--- config.mk ---
export PLATFORM = sky130hd
export DESIGN_NAME = hb_gate_sequencer
export DESIGN_NICKNAME = d
export VERILOG_FILES = /design/src/rtl/hbgs_pkg.sv /design/src/rtl/hbgs_cmd_decode.sv /design/src/rtl/hbgs_phase_timer.sv /design/src/rtl/hbgs_gate_fsm.sv /design/src/rtl/hb_gate_sequencer.sv
export SDC_FILE = /design/constraint.sdc
export NUM_CORES = 1
export LEC_CHECK = 0
export BUFFER_PORTS_ARGS = -buffer_cell sky130_fd_sc_hd__buf_2
export CAP_MARGIN = 20
export CORE_MARGIN = 3
export CORE_UTILIZATION = 47
export DETAILED_ROUTE_END_ITERATION = 10
export GPL_TIMING_DRIVEN = 1
export PLACE_DENSITY_LB_ADDON = 0.2
export REMOVE_ABC_BUFFERS = 1
export SKIP_CTS_REPAIR_TIMING = 1
export SYNTH_ARGS = -nofsm -noshare
export SYNTH_HDL_FRONTEND = slang
export SYNTH_SLANG_ARGS = --single-unit
--- constraint.sdc ---
create_clock -name clk -period 1.6 [get_ports clk]
set_input_delay 0.32 -clock clk [delete_from_list [all_inputs] [get_ports clk]]
set_output_delay 0.32 -clock clk [all_outputs]
set_load 0.02 [all_outputs]
--- src/rtl/hbgs_pkg.sv ---
// Shared types for the half-bridge gate sequencer.
// Assumes: a two-bit decoded PWM level and one FSM state per conduction phase.
package hbgs_pkg;

    typedef enum logic [1:0] {
        PWM_LOW  = 2'b00,
        PWM_HIGH = 2'b01,
        PWM_MID  = 2'b10,
        PWM_MID2 = 2'b11
    } pwm_lvl_t;

    // Conduction request after qualification by enable and fault
    typedef enum logic [1:0] {
        REQ_NONE,
        REQ_HS,
        REQ_LS,
        REQ_DE
    } req_t;

    typedef enum logic [2:0] {
        ST_IDLE,
        ST_DT_HS,
        ST_HS,
        ST_DT_LS,
        ST_LS,
        ST_BLANK,
        ST_ZCW,
        ST_DE_OFF
    } seq_st_t;

    function automatic logic st_drives_hs(seq_st_t s);
        return (s == ST_HS);
    endfunction

    function automatic logic st_drives_ls(seq_st_t s);
        return (s == ST_LS) || (s == ST_BLANK) || (s == ST_ZCW);
    endfunction

endpackage

--- src/rtl/hbgs_cmd_decode.sv ---
// Maps the PWM level, low-side keep, enable and fault onto one request.
// Assumes: inputs are already synchronous to clk; purely combinational.
module hbgs_cmd_decode
    import hbgs_pkg::*;
(
    input  logic [1:0] pwm_i,
    input  logic       keep_i,
    input  logic       allow_i,
    input  logic       fault_i,
    output req_t       req_o
);
    pwm_lvl_t lvl;
    assign lvl = pwm_lvl_t'(pwm_i);

    // Request selection: a kill overrides everything, else decode level
    always_comb begin
        if (!allow_i || fault_i) begin
            req_o = REQ_NONE;
        end else begin
            unique case (lvl)
                PWM_HIGH: req_o = REQ_HS;
                PWM_LOW:  req_o = keep_i ? REQ_LS : REQ_NONE;
                default:  req_o = keep_i ? REQ_DE : REQ_NONE;
            endcase
        end
    end
endmodule

--- src/rtl/hbgs_phase_timer.sv ---
// Saturating up-counter shared by the non-overlap and blanking phases.
// Assumes: lim_i >= 1; done_o is high once lim_i-1 cycles have been counted.
module hbgs_phase_timer #(
    parameter int CW = 4
) (
    input  logic          clk,
    input  logic          rst_n,
    input  logic          clr_i,
    input  logic [CW-1:0] lim_i,
    output logic          done_o
);
    logic [CW-1:0] cnt_q;

    assign done_o = (cnt_q == lim_i - 1'b1);

    // Count register: clear on request, hold at the limit
    always_ff @(posedge clk) begin
        if (!rst_n)      cnt_q <= '0;
        else if (clr_i)  cnt_q <= '0;
        else if (!done_o) cnt_q <= cnt_q + 1'b1;
    end
endmodule

--- src/rtl/hbgs_gate_fsm.sv ---
// Conduction sequencer: walks turn-ons through feedback-gated dead time,
// turns off on the deciding edge, and runs mid-level diode emulation.
// Assumes: feedback inputs are high when the named switch is not conducting.
module hbgs_gate_fsm
    import hbgs_pkg::*;
(
    input  logic    clk,
    input  logic    rst_n,
    input  req_t    req_i,
    input  logic    hs_off_i,
    input  logic    ls_off_i,
    input  logic    zc_i,
    input  logic    tmr_done_i,
    output seq_st_t st_o,
    output logic    tmr_clr_o,
    output logic    blank_sel_o
);
    seq_st_t st_q, st_d;

    // Next-state decision per request
    always_comb begin
        st_d = st_q;
        unique case (req_i)
            REQ_NONE: st_d = ST_IDLE;
            REQ_HS: begin
                if (st_q == ST_DT_HS) begin
                    if (ls_off_i && tmr_done_i) st_d = ST_HS;
                end else if (st_q != ST_HS) begin
                    st_d = ST_DT_HS;
                end
            end
            REQ_LS: begin
                unique case (st_q)
                    ST_LS:            st_d = ST_LS;
                    ST_BLANK, ST_ZCW: st_d = ST_LS;
                    ST_DT_LS:         if (hs_off_i && tmr_done_i) st_d = ST_LS;
                    default:          st_d = ST_DT_LS;
                endcase
            end
            REQ_DE: begin
                unique case (st_q)
                    ST_BLANK:  if (tmr_done_i) st_d = ST_ZCW;
                    ST_ZCW:    if (zc_i) st_d = ST_DE_OFF;
                    ST_DE_OFF: st_d = ST_DE_OFF;
                    ST_LS:     st_d = ST_BLANK;
                    ST_DT_LS:  if (hs_off_i && tmr_done_i) st_d = ST_BLANK;
                    default:   st_d = ST_DT_LS;
                endcase
            end
            default: st_d = ST_IDLE;
        endcase
    end

    // Timer control: restart on any phase change or on a low feedback sample
    always_comb begin
        tmr_clr_o = (st_d != st_q)
                 || ((st_q == ST_DT_HS) && !ls_off_i)
                 || ((st_q == ST_DT_LS) && !hs_off_i);
        blank_sel_o = (st_q == ST_BLANK);
    end

    // State register
    always_ff @(posedge clk) begin
        if (!rst_n) st_q <= ST_IDLE;
        else        st_q <= st_d;
    end

    assign st_o = st_q;
endmodule

--- src/rtl/hb_gate_sequencer.sv ---
// Top of the half-bridge gate sequencer: decode, sequencer, phase timer
// and registered-state output decode.
// Assumes: NOV_CYCLES >= 1 and BLANK_CYCLES >= 1; all inputs synchronous.
module hb_gate_sequencer
    import hbgs_pkg::*;
#(
    parameter int NOV_CYCLES   = 3,
    parameter int BLANK_CYCLES = 8
) (
    input  logic       clk,
    input  logic       rst_n,
    input  logic [1:0] pwm_state,
    input  logic       ls_keep,
    input  logic       drv_allow,
    input  logic       ot_fault,
    input  logic       hs_gate_off,
    input  logic       ls_gate_off,
    input  logic       sw_zero_cross,
    output logic       hs_gate_en,
    output logic       ls_gate_en
);
    localparam int MAXL = (NOV_CYCLES > BLANK_CYCLES) ? NOV_CYCLES : BLANK_CYCLES;
    localparam int CW   = $clog2(MAXL + 1);
    localparam logic [CW-1:0] NOV_L   = CW'(NOV_CYCLES);
    localparam logic [CW-1:0] BLANK_L = CW'(BLANK_CYCLES);

    req_t          req;
    seq_st_t       st;
    logic          tmr_clr, tmr_done, blank_sel;
    logic [CW-1:0] tmr_lim;

    hbgs_cmd_decode u_dec (
        .pwm_i   (pwm_state),
        .keep_i  (ls_keep),
        .allow_i (drv_allow),
        .fault_i (ot_fault),
        .req_o   (req)
    );

    hbgs_gate_fsm u_fsm (
        .clk         (clk),
        .rst_n       (rst_n),
        .req_i       (req),
        .hs_off_i    (hs_gate_off),
        .ls_off_i    (ls_gate_off),
        .zc_i        (sw_zero_cross),
        .tmr_done_i  (tmr_done),
        .st_o        (st),
        .tmr_clr_o   (tmr_clr),
        .blank_sel_o (blank_sel)
    );

    // Limit select: blanking length in the blanking phase, dead time otherwise
    assign tmr_lim = blank_sel ? BLANK_L : NOV_L;

    hbgs_phase_timer #(.CW(CW)) u_tmr (
        .clk    (clk),
        .rst_n  (rst_n),
        .clr_i  (tmr_clr),
        .lim_i  (tmr_lim),
        .done_o (tmr_done)
    );

    // Gate outputs decoded from the registered state only
    always_comb begin
        hs_gate_en = st_drives_hs(st);
        ls_gate_en = st_drives_ls(st);
    end
endmodule

# After elaboration in Yosys (flattened, before gate mapping)
# Index checks and enable logic that the tools add are counted.
# W data, S select, Z words.
[totals] register_bits=7 mem_bits_rw=0 rom_bits=0 latchBits=0 in_bits=10 wordCells=50 n_memories=0 output_inout_bits=2
[classes] n_shift=0 bitwise=1 muxes=15 n_addsub=2 n_reduce_logical=16 div=0 eq_ne=14 magnitude_cmp=0 multipliers=0
[op_table] op="$mux W3" n=7
[op_table] op="$pmux W3 S5" n=1
[op_table] op="$eq A3 B3 Y1 const B" n=4
[op_table] op="$pmux W3 S4" n=1
[op_table] op="$eq A3 B2 Y1 const B" n=2
[op_table] op="$mux W2" n=3
[op_table] op="$pmux W3 S2" n=1
[op_table] op="$logic_or A1 B1 Y1" n=5
[op_table] op="$add A4 B1 Y4 const B" n=1
[op_table] op="$eq A2 B1 Y1 const B" n=2
[op_table] op="$eq A2 B2 Y1 const B" n=2
[op_table] op="$eq A4 B4 Y1" n=1
[op_table] op="$logic_and A1 B1 Y1" n=4
[op_table] op="$logic_not A2 Y1" n=2
[op_table] op="$mux W4" n=1
[op_table] op="$pmux W2 S2" n=1
[op_table] op="$sub A4 B1 Y4 const B" n=1
[op_table] op="$eq A3 B1 Y1 const B" n=1
[op_table] op="$logic_not A1 Y1" n=3
[op_table] op="$ne A3 B2 Y1 const B" n=1
[op_table] op="$ne A3 B3 Y1" n=1
[op_table] op="$reduce_or A3 Y1" n=1
[op_table] op="$reduce_or A2 Y1" n=1
[op_table] op="$not A1 Y1" n=1

# Logic depth before layout (Yosys ltp)
# Gate-level depths: netlist of run 1.
[depth] word_depth=12 depth_mapped=7 depth_no_buf=6

# Cells and area by module
# From an unflattened synthesis of run 1, not the netlist that was laid out.
[unflattened] cells_unflattened=91 hier_area_um2=732.0
[by_module_without_submodules] module="hbgs_gate_fsm" seq_area_each_um2=60.1 cells_per_inst=42 area_each_um2=340.3 n_inst=1
[by_module_without_submodules] module="hbgs_phase_timer" seq_area_each_um2=80.1 cells_per_inst=40 area_each_um2=321.6 n_inst=1
[by_module_without_submodules] module="hbgs_cmd_decode" seq_area_each_um2=0.0 cells_per_inst=5 area_each_um2=38.8 n_inst=1
[by_module_without_submodules] module="hb_gate_sequencer" seq_area_each_um2=0.0 cells_per_inst=4 area_each_um2=31.3 n_inst=1

# Least setup slack after synthesis of run 1
# No wires, ideal clock.
[synth_path] path_kind="flip-flop to flip-flop" start="register u_fsm.st_q[1] (netlist: u_fsm.st_o[1])" end="register u_tmr.cnt_q[1]" arrival_ns=1.928 period_less_slack_ns=2.015 n_path_buf=0 path_slack_ns=-0.415 required_time_ns=1.513 stages_incl_launch_ff=7 setup_ns=0.087 cell_sequence="dfxtp_1 -> inv_1 -> nor3_1 -> o21ai_0 -> nand3_2 -> mux2_4 -> nor4b_2"
[synth_via] elab_chain_len=12 elab_cells_between_ends=29 cone_classes="add/sub: 1; eq/ne: 9; mux: 11; reduce/logical: 8"
[synth_lines] item="start, declared" line_no="hbgs_gate_fsm.sv:18" text="seq_st_t st_q, st_d;"
[synth_lines] item="start signal, assigned" line_no="hbgs_gate_fsm.sv:65" text="else st_q <= st_d;"
[synth_lines] item="$eq A3 B3 Y1" line_no="hbgs_gate_fsm.sv:33, hbgs_gate_fsm.sv:41, hbgs_gate_fsm.sv:59"
[synth_lines] item="$mux W4" line_no="hb_gate_sequencer.sv:54" text="assign tmr_lim = blank_sel ? BLANK_L : NOV_L;"
[synth_lines] item="$sub A4 B1 Y4" line_no="hbgs_phase_timer.sv:14" text="assign done_o = (cnt_q == lim_i - 1'b1);"
[synth_lines] item="$eq A4 B4 Y1" line_no="hbgs_phase_timer.sv:14"
[synth_lines] item="$logic_and A1 B1 Y1 (on tied branches)" line_no="hbgs_gate_fsm.sv:36, hbgs_gate_fsm.sv:46, hbgs_gate_fsm.sv:27"
[synth_lines] item="$mux W3 (on tied branches)" line_no="hbgs_gate_fsm.sv:46, hbgs_gate_fsm.sv:27, hbgs_gate_fsm.sv:36"
[synth_lines] item="$pmux W3 S5 (tied with other cells)" line_no="hbgs_gate_fsm.sv:41" text="unique case (st_q)"
[synth_lines] item="$pmux W3 S4" line_no="hbgs_gate_fsm.sv:23" text="unique case (req_i)"
[synth_lines] item="$ne A3 B3 Y1" line_no="hbgs_gate_fsm.sv:56" text="tmr_clr_o = (st_d != st_q)"
[synth_lines] item="$logic_or A1 B1 Y1" line_no="hbgs_gate_fsm.sv:57" text="|| ((st_q == ST_DT_HS) && !ls_off_i)"
[synth_lines] item="$logic_or A1 B1 Y1" line_no="hbgs_gate_fsm.sv:58" text="|| ((st_q == ST_DT_LS) && !hs_off_i);"
[synth_lines] item="$reduce_or A2 Y1 (no source line)"
[synth_lines] item="end signal, assigned" line_no="hbgs_phase_timer.sv:20" text="else if (!done_o) cnt_q <= cnt_q + 1'b1;"
[synth_lines] item="end, declared" line_no="hbgs_phase_timer.sv:12" text="logic [CW-1:0] cnt_q;"
# Parallel ways exist; a longest one is shown, timed or not.
# A chain may end at the register's enable or synchronous reset.

# Final worst setup path of run 1
[layout_path] start="register u_fsm.st_q[2] (netlist: u_fsm.st_o[2])" end="register u_tmr.cnt_q[2]"
# The elaborated chain is that of the path after synthesis.

==> results.sh, run 1 <==
export IMPL_status="finished, violations left"
export IMPL_violations="setup timing"
export IMPL_timing_final_crit_period_ns=1.833
export IMPL_tightestPinTransition_ns=0.3823
export IMPL_post_dp_cell_area_um2=822.0
export IMPL_wl_per_cell_um=17.37
export IMPL_crit_required_ns=1.75
export IMPL_drv_slew=0
export IMPL_core_mm2=0.001171
export IMPL_synthFlopType="dfxtp_1"
export IMPL_final_area_um2=947.2
export IMPL_grt_usage_pct=19.16
export IMPL_initial_core_util_pct=53.63
export IMPL_via_count=775
export IMPL_finalHoldViolations=0
export IMPL_die_h_um=42.56
export IMPL_cts_root_buffer="clkbuf_4"
export IMPL_cts_tree="done"
export IMPL_max_slew_margin_pct=74.45
export IMPL_report_final_setup_viol=4
export IMPL_skew_ns=0.008190
export IMPL_clock_latency_ns=0.25
export IMPL_power_leakage_nw=0.4164
export IMPL_highest_layer="met4"
export IMPL_hold_path_class="in2reg"
export IMPL_endpoint_kind="flip-flop"
export IMPL_via_per_inst=6.301
export IMPL_critPathArrivalTime_ns=1.98
export IMPL_routed_wl_um=2137
export IMPL_maxCapViolations=0
export IMPL_grt_max_degree=9
export IMPL_avgSynthCellArea_um2=8.265
export IMPL_wl_met1_um=812
export IMPL_fin_nets=121
export IMPL_syn_instance_count=76
export IMPL_grt_pass1_vias=619
export IMPL_io_pins=12
export IMPL_yosysUniqueCellTypes=36
export IMPL_ys_ff_latch=7
export IMPL_startpoint_type="flip-flop"
export IMPL_ant_nets=0
export IMPL_dr_wl_met3_um=173
export IMPL_cpMaxStageDelayCell="dfxtp_4"
export IMPL_fin_setup_tns_ns=-0.8492
export IMPL_crit_type="reg2reg"
export IMPL_timing_final_ws_setup_ns=-0.2325
export IMPL_area_growth_pct=50.80
export IMPL_grt_overflow_total=0
export IMPL_hpwl_um=1344
export IMPL_post_route_period_util_pct=114.5
export IMPL_first_iter_violations=58
export IMPL_slowest_delay_ns=0.36
export IMPL_die_area_mm2=0.001811
export IMPL_place_congestion=0.8646
export IMPL_netlist_area_um2=628.1
export IMPL_io_buffer_count=11
export IMPL_path_cells="nor4bb_4 > nand4_2 > nand3b_4 > nand3_4 > mux2_4 > nor4b_4"
export IMPL_cellPowerDensity_mw_per_mm2=591.5
export IMPL_antenna_cells=0
export IMPL_hold_worst_slack_ns=0.3626
export IMPL_numCtsBuffers=3
export IMPL_max_freq_ghz=0.5457
export IMPL_synth_async_reset_ratio_pct=0
export IMPL_yosys_warnings=0
export IMPL_cts_sinks=7
export IMPL_grt_pass1_wl_um=2711
export IMPL_critPathBufInv=0
export IMPL_ys_seq_area_share_pct=22.31
export IMPL_die_width_um=42.56
export IMPL_drive_above_1_share_pct=46.79
export IMPL_synth_edf_count=0
export IMPL_worst_path_max_fanout=4
export IMPL_row_count=12
export IMPL_total_power_mw=0.5602
export IMPL_antenna_found_initial=0
export IMPL_firstDrtPassIters=4
export IMPL_final_util_pct=80.88
export IMPL_path_delay_family="simple AND/OR/NAND/NOR gates"
export IMPL_wl_met2_um=1039
export IMPL_clockBufferDepth=2
export IMPL_clk_pin_slew_ns=0.06
export IMPL_rsz0062_at_grt="true"
export IMPL_drc_errors=0
export IMPL_irDropWorstVdd_v=0.0008496
export IMPL_cts_max_level=1
power by group:
group	leakage [nW]	total [mW]	internal, mW	switching (mW)
Clock	0.0150	0.157	0.0949	0.0622
Combinational	0.343	0.206	0.103	0.103
Sequential	0.0582	0.197	0.185	0.0113
Total	0.416	0.560	0.383	0.177
metal layers:
layer,GRT usage [%],up-vias
li1,-,351
met1,25.90,359
met2,30.40,51
met3,4.292,14
met4,4.969,0
met5,0,-
cells by family after synthesis:
| family | count (synthesis) | share of synthesized area [%] |
|---|---|---|
| xor+xnor | 1 | 2.590 |
| fa+ha+maj | 1 | 1.992 |
| buf+inv | 7 | 5.775 |
| simple gates | 42 | 47.41 |
| mux | 1 | 2.390 |
| flops | 7 | 22.31 |
| compound gates | 17 | 17.53 |
through the flow:
stage / setup WS [ns] / cells
final: -0.2325 / 123
after global routing: -0.3439 / 123
after CTS: -0.2201 / 121
after detailed placement: -0.2641 / 117
after global placement: -0.1786 / 117
after floorplan: -0.4154 / 73
Yosys cell counts, types with 2 or more instances:
cell type,n,area [um^2]
nor4b_2,3,45.04
nor2_1,3,11.26
o21ai_0,5,25.02
o311ai_0,2,17.52
nor2b_1,2,12.51
nand2_1,9,33.78
dfxtp_1,7,140.1
inv_1,4,15.01
and2_1,3,18.77
nand3_2,2,20.02
nand3_1,5,25.02
a21oi_1,4,20.02
nor3b_1,2,15.01
nor3_1,3,15.01
layout by cell type (no fill, tap or decap), types with 2 or more instances in the layout:
cell type	n
a21oi_1	4
and2_1	2
buf_2	11
buf_4	19
buf_6	2
clkbuf_4	3
dfxtp_1	5
inv_1	4
nand2_1	9
nand3_1	4
nand3_4	2
nor2_1	3
nor2b_1	2
nor3_1	2
nor3b_1	2
nor4b_4	2
o21ai_0	2
o21ai_1	3
o311ai_0	2
worst paths after layout:
check                                    from              to  slack [ns]  depth (start not counted)
worst max register to register  u_fsm.st_o[2]  u_tmr.cnt_q[2]       -0.23                          6
worst min register to register  u_fsm.st_o[2]   u_fsm.st_o[2]        0.74                          3
worst max-delay path            u_fsm.st_o[2]  u_tmr.cnt_q[2]       -0.23                          6
worst min-delay path                    rst_n   u_fsm.st_o[0]        0.36                          2
state kept, by name, indices dropped and copies added, names as in the netlist:
signal,flops
u_fsm.st_o,3
u_tmr.cnt_q,4
cell type report:
| cell class | instances | area (um^2) |
|---|---|---|
| Sequential cell | 7 | 145.1 |
| Tap cell | 14 | 17.52 |
| Inverter | 4 | 15.01 |
| Fill cell | 77 | 224.0 |
| Timing Repair Buffer | 32 | 220.2 |
| Clock buffer | 4 | 26.28 |
| Multi-Input combinational cell | 62 | 523.0 |
(Power assumes the default switching activity.)
==> inputs of run 2 (changes only) <==
- ABC_AREA: default -> 1
==> run 2 against run 1 <==
Critical path type unchanged; clock power about the same; maximum frequency is 18% higher; the run now ends clean; utilization shrank 5.7 points; critical endpoint is now u_tmr.cnt_q[3]; cell area shrank 7.0%; power down 7.9%; highest routed layer unchanged; sequential power rose by 4%; first-iteration DRC count is 72% lower; clock skew shrank 0.0063 ns; largest power group is now registers; cell count is 8.1% higher.
==> results.sh, run 2 <==
export IMPL_area_growth_pct=40.80
export IMPL_synth_most_common_cell="nand2_1"
export IMPL_endpoint_kind="flip-flop"
export IMPL_crit_type="reg2reg"
export IMPL_maxCapViolations=0
export IMPL_startpoint="u_fsm.st_o[1]"
export IMPL_status="completed"
export IMPL_max_slew_margin_pct=76.01
export IMPL_ys_ff_latch=7
export IMPL_synth_common_cells="nand2_1, nor2_1, inv_1"
export IMPL_cts_tree="done"
export IMPL_io_pins=12
export IMPL_yosys_top_cells_area="dfxtp_1, nand2_1, nor2_1, nand3_1, nand3_4"
export IMPL_combPwrFrac_pct=30.5
export IMPL_yosysTopAreaCell="dfxtp_1"
export IMPL_largest_reg_flops=4
export IMPL_grt_max_degree=7
export IMPL_wl_per_cell_um=12.90
export IMPL_cpMostUsedCell="nand2_2"
export IMPL_synthFlopType="dfxtp_1"
export IMPL_reg2reg_from="u_fsm.st_o[1]"
export IMPL_critPathBufInv=2
export IMPL_dr_wl_met3_um=80
export IMPL_place_inst=124
export IMPL_final_cells=133
export IMPL_cp_depth=13
export IMPL_via_count=721
export IMPL_r2r_slack_ns=0.05
export IMPL_row_count=12
export IMPL_path_cells="inv_6 > nand3_4 > inv_4 > nand2_4 > nand2_8 > nand3_4 > nand2_2 > nand2_2 > nand3_2 > nand3_2 > nor2_2 > nand2_2 > nor2_1"
export IMPL_cpMaxStageDelayCell="dfxtp_4"
export IMPL_power_leakage_nw=0.4179
export IMPL_critPathArrivalTime_ns=1.73
export IMPL_switchingPower_mw=0.1671
export IMPL_antenna_cells=0
export IMPL_skew_ns=0.001899
export IMPL_grt_pass1_vias=605
export IMPL_rsz0062_at_grt="true"
export IMPL_report_final_setup_viol=0
export IMPL_yosys_warnings=0
export IMPL_avgSynthCellArea_um2=6.517
export IMPL_ys_seq_area_share_pct=22.40
export IMPL_cellPowerDensity_mw_per_mm2=586.0
export IMPL_io_buffer_count=11
export IMPL_crit_required_ns=1.78
export IMPL_layout_common_cells="nand2_1, nor2_1, buf_2"
export IMPL_firstDrtPassIters=4
export IMPL_top_register="u_tmr.cnt_q"
export IMPL_cts_root_buffer="clkbuf_4"
export IMPL_worst_path_max_fanout=5
export IMPL_nFillCells=101
export IMPL_syn_instance_count=96
export IMPL_clk_pin_slew_ns=0.05
export IMPL_timing_final_crit_period_ns=1.553
export IMPL_clkPwrFrac_pct=30.0
export IMPL_power_share_switching_pct=32.38
export IMPL_clockBufferDepth=2
export IMPL_regArea_um2=151.4
export IMPL_cts_sinks=7
export IMPL_critPathCapture="u_tmr.cnt_q[3]"
export IMPL_grt_usage_pct=18.18
export IMPL_via_per_inst=5.421
export IMPL_p_int_mw=0.3490
export IMPL_wl_met2_um=843
export IMPL_wl_met1_um=782
export IMPL_initial_core_util_pct=53.42
export IMPL_highest_layer="met4"
export IMPL_synth_async_reset_ratio_pct=0
export IMPL_post_route_period_util_pct=97.05
export IMPL_netlist_area_um2=625.6
export IMPL_power_frac_seq_pct=39.5
export IMPL_rr_worst_depth=13
export IMPL_die_h_um=42.49
export IMPL_drc_errors=0
export IMPL_grt_pass1_wl_um=2490
export IMPL_tightestPinTransition_ns=0.3586
export IMPL_grt_overflow_total=0
export IMPL_timing_rr_end="u_tmr.cnt_q[3]"
export IMPL_synth_edf_count=0
export IMPL_synth_top_area_share_pct=22.40
export IMPL_die_area_mm2=0.001805
export IMPL_clock_latency_ns=0.25
export IMPL_cts_max_level=1
export IMPL_finalHoldViolations=0
export IMPL_multi_input_area_um2=499.2
export IMPL_first_iter_violations=16
export IMPL_routed_wl_um=1716
export IMPL_die_width_um=42.49
export IMPL_drive_above_1_share_pct=57.98
export IMPL_numCtsBuffers=3
export IMPL_ant_nets=0
export IMPL_antenna_found_initial=0
export IMPL_irDropWorstVdd_v=0.0006280
export IMPL_hpwl_um=1251
export IMPL_drv_slew=0
export IMPL_path_delay_family="simple AND/OR/NAND/NOR gates"
export IMPL_hold_path_class="in2reg"
export IMPL_core_mm2=0.001171
export IMPL_fin_nets=131
export IMPL_slowest_delay_ns=0.36
export IMPL_hold_worst_slack_ns=0.3429
export IMPL_max_freq_ghz=0.6440
export IMPL_yosysUniqueCellTypes=24
export IMPL_place_congestion=0.8221
export IMPL_startpoint_type="flip-flop"
run 2: stage by stage:
stage	total power [mW]	setup slack [ns]	util, %	setup TNS (ns)	area (um^2)
after floorplan	0.2824	-0.04366	-	-0.1745	614.3
after CTS	0.4818	0.01048	63.46	0	743.2
after detailed placement	0.3240	-0.03590	61.22	-0.1059	716.9
after global routing	0.5498	-0.07600	75.21	-0.2060	880.8
after global placement	0.3193	0.01469	61.22	0	716.9
final	0.5161	0.04716	75.21	0	880.8
run 2: power groups by stage:
| stage | clock [mW] | sequential (mW) | combinational (mW) |
|---|---|---|---|
| final | 0.155 | 0.204 | 0.158 |
| after global routing | 0.169 | 0.206 | 0.175 |
| after CTS | 0.161 | 0.198 | 0.123 |
| after detailed placement | 0 | 0.201 | 0.123 |
| after global placement | 0 | 0.201 | 0.118 |
| after floorplan | 0 | 0.200 | 0.0827 |
run 2: cells by family (layout without fill, tap and decap cells):
logic type               Yosys count  count (layout)  share of synthesized area, %
AO/OA/AOI/OAI                     12              12                         11.00
XOR/XNOR                           1               1                         1.400
adder cells (fa/ha/maj)            1               1                         2.000
buffers and inverters             16              39                         11.00
flip-flops                         7               7                         22.40
AND/OR/NAND/NOR                   59              59                         52.20
run 2: layer usage:
layer,vias to the layer above,GRT usage (%)
met3,3,5.150
met1,340,24.04
met2,20,27.36
met5,-,0
met4,0,7.453
li1,358,-
run 2: tightest hold or removal path: stages:
cell and delay, ns:
buf_2 0.10, inv_1 0.08, a21oi_1 0.04
run 2: how the worst min path moves through the flow:
| stage | cells past startpoint | from | to | slack (ns) |
|---|---|---|---|---|
| finish | 3 | rst_n | u_fsm.st_o[2] | 0.34 |
| global placement | 3 | u_tmr.cnt_q[0] | u_tmr.cnt_q[0] | 0.56 |
| CTS | 3 | rst_n | u_fsm.st_o[2] | 0.34 |
| floorplan | 2 | rst_n | u_fsm.st_o[2] | 0.47 |
| detailed placement | 2 | u_tmr.cnt_q[2] | u_tmr.cnt_q[2] | 0.56 |
| global route | 3 | rst_n | u_fsm.st_o[1] | 0.36 |
run 2: cell type report:
| type | instances | area share, % |
|---|---|---|
| multi-input combinational | 73 | 56.68 |
| sequential | 7 | 17.19 |
| timing repair buffer | 20 | 13.92 |
| inverter | 15 | 7.244 |
| clock buffer | 4 | 2.983 |
| tap | 14 | 1.989 |
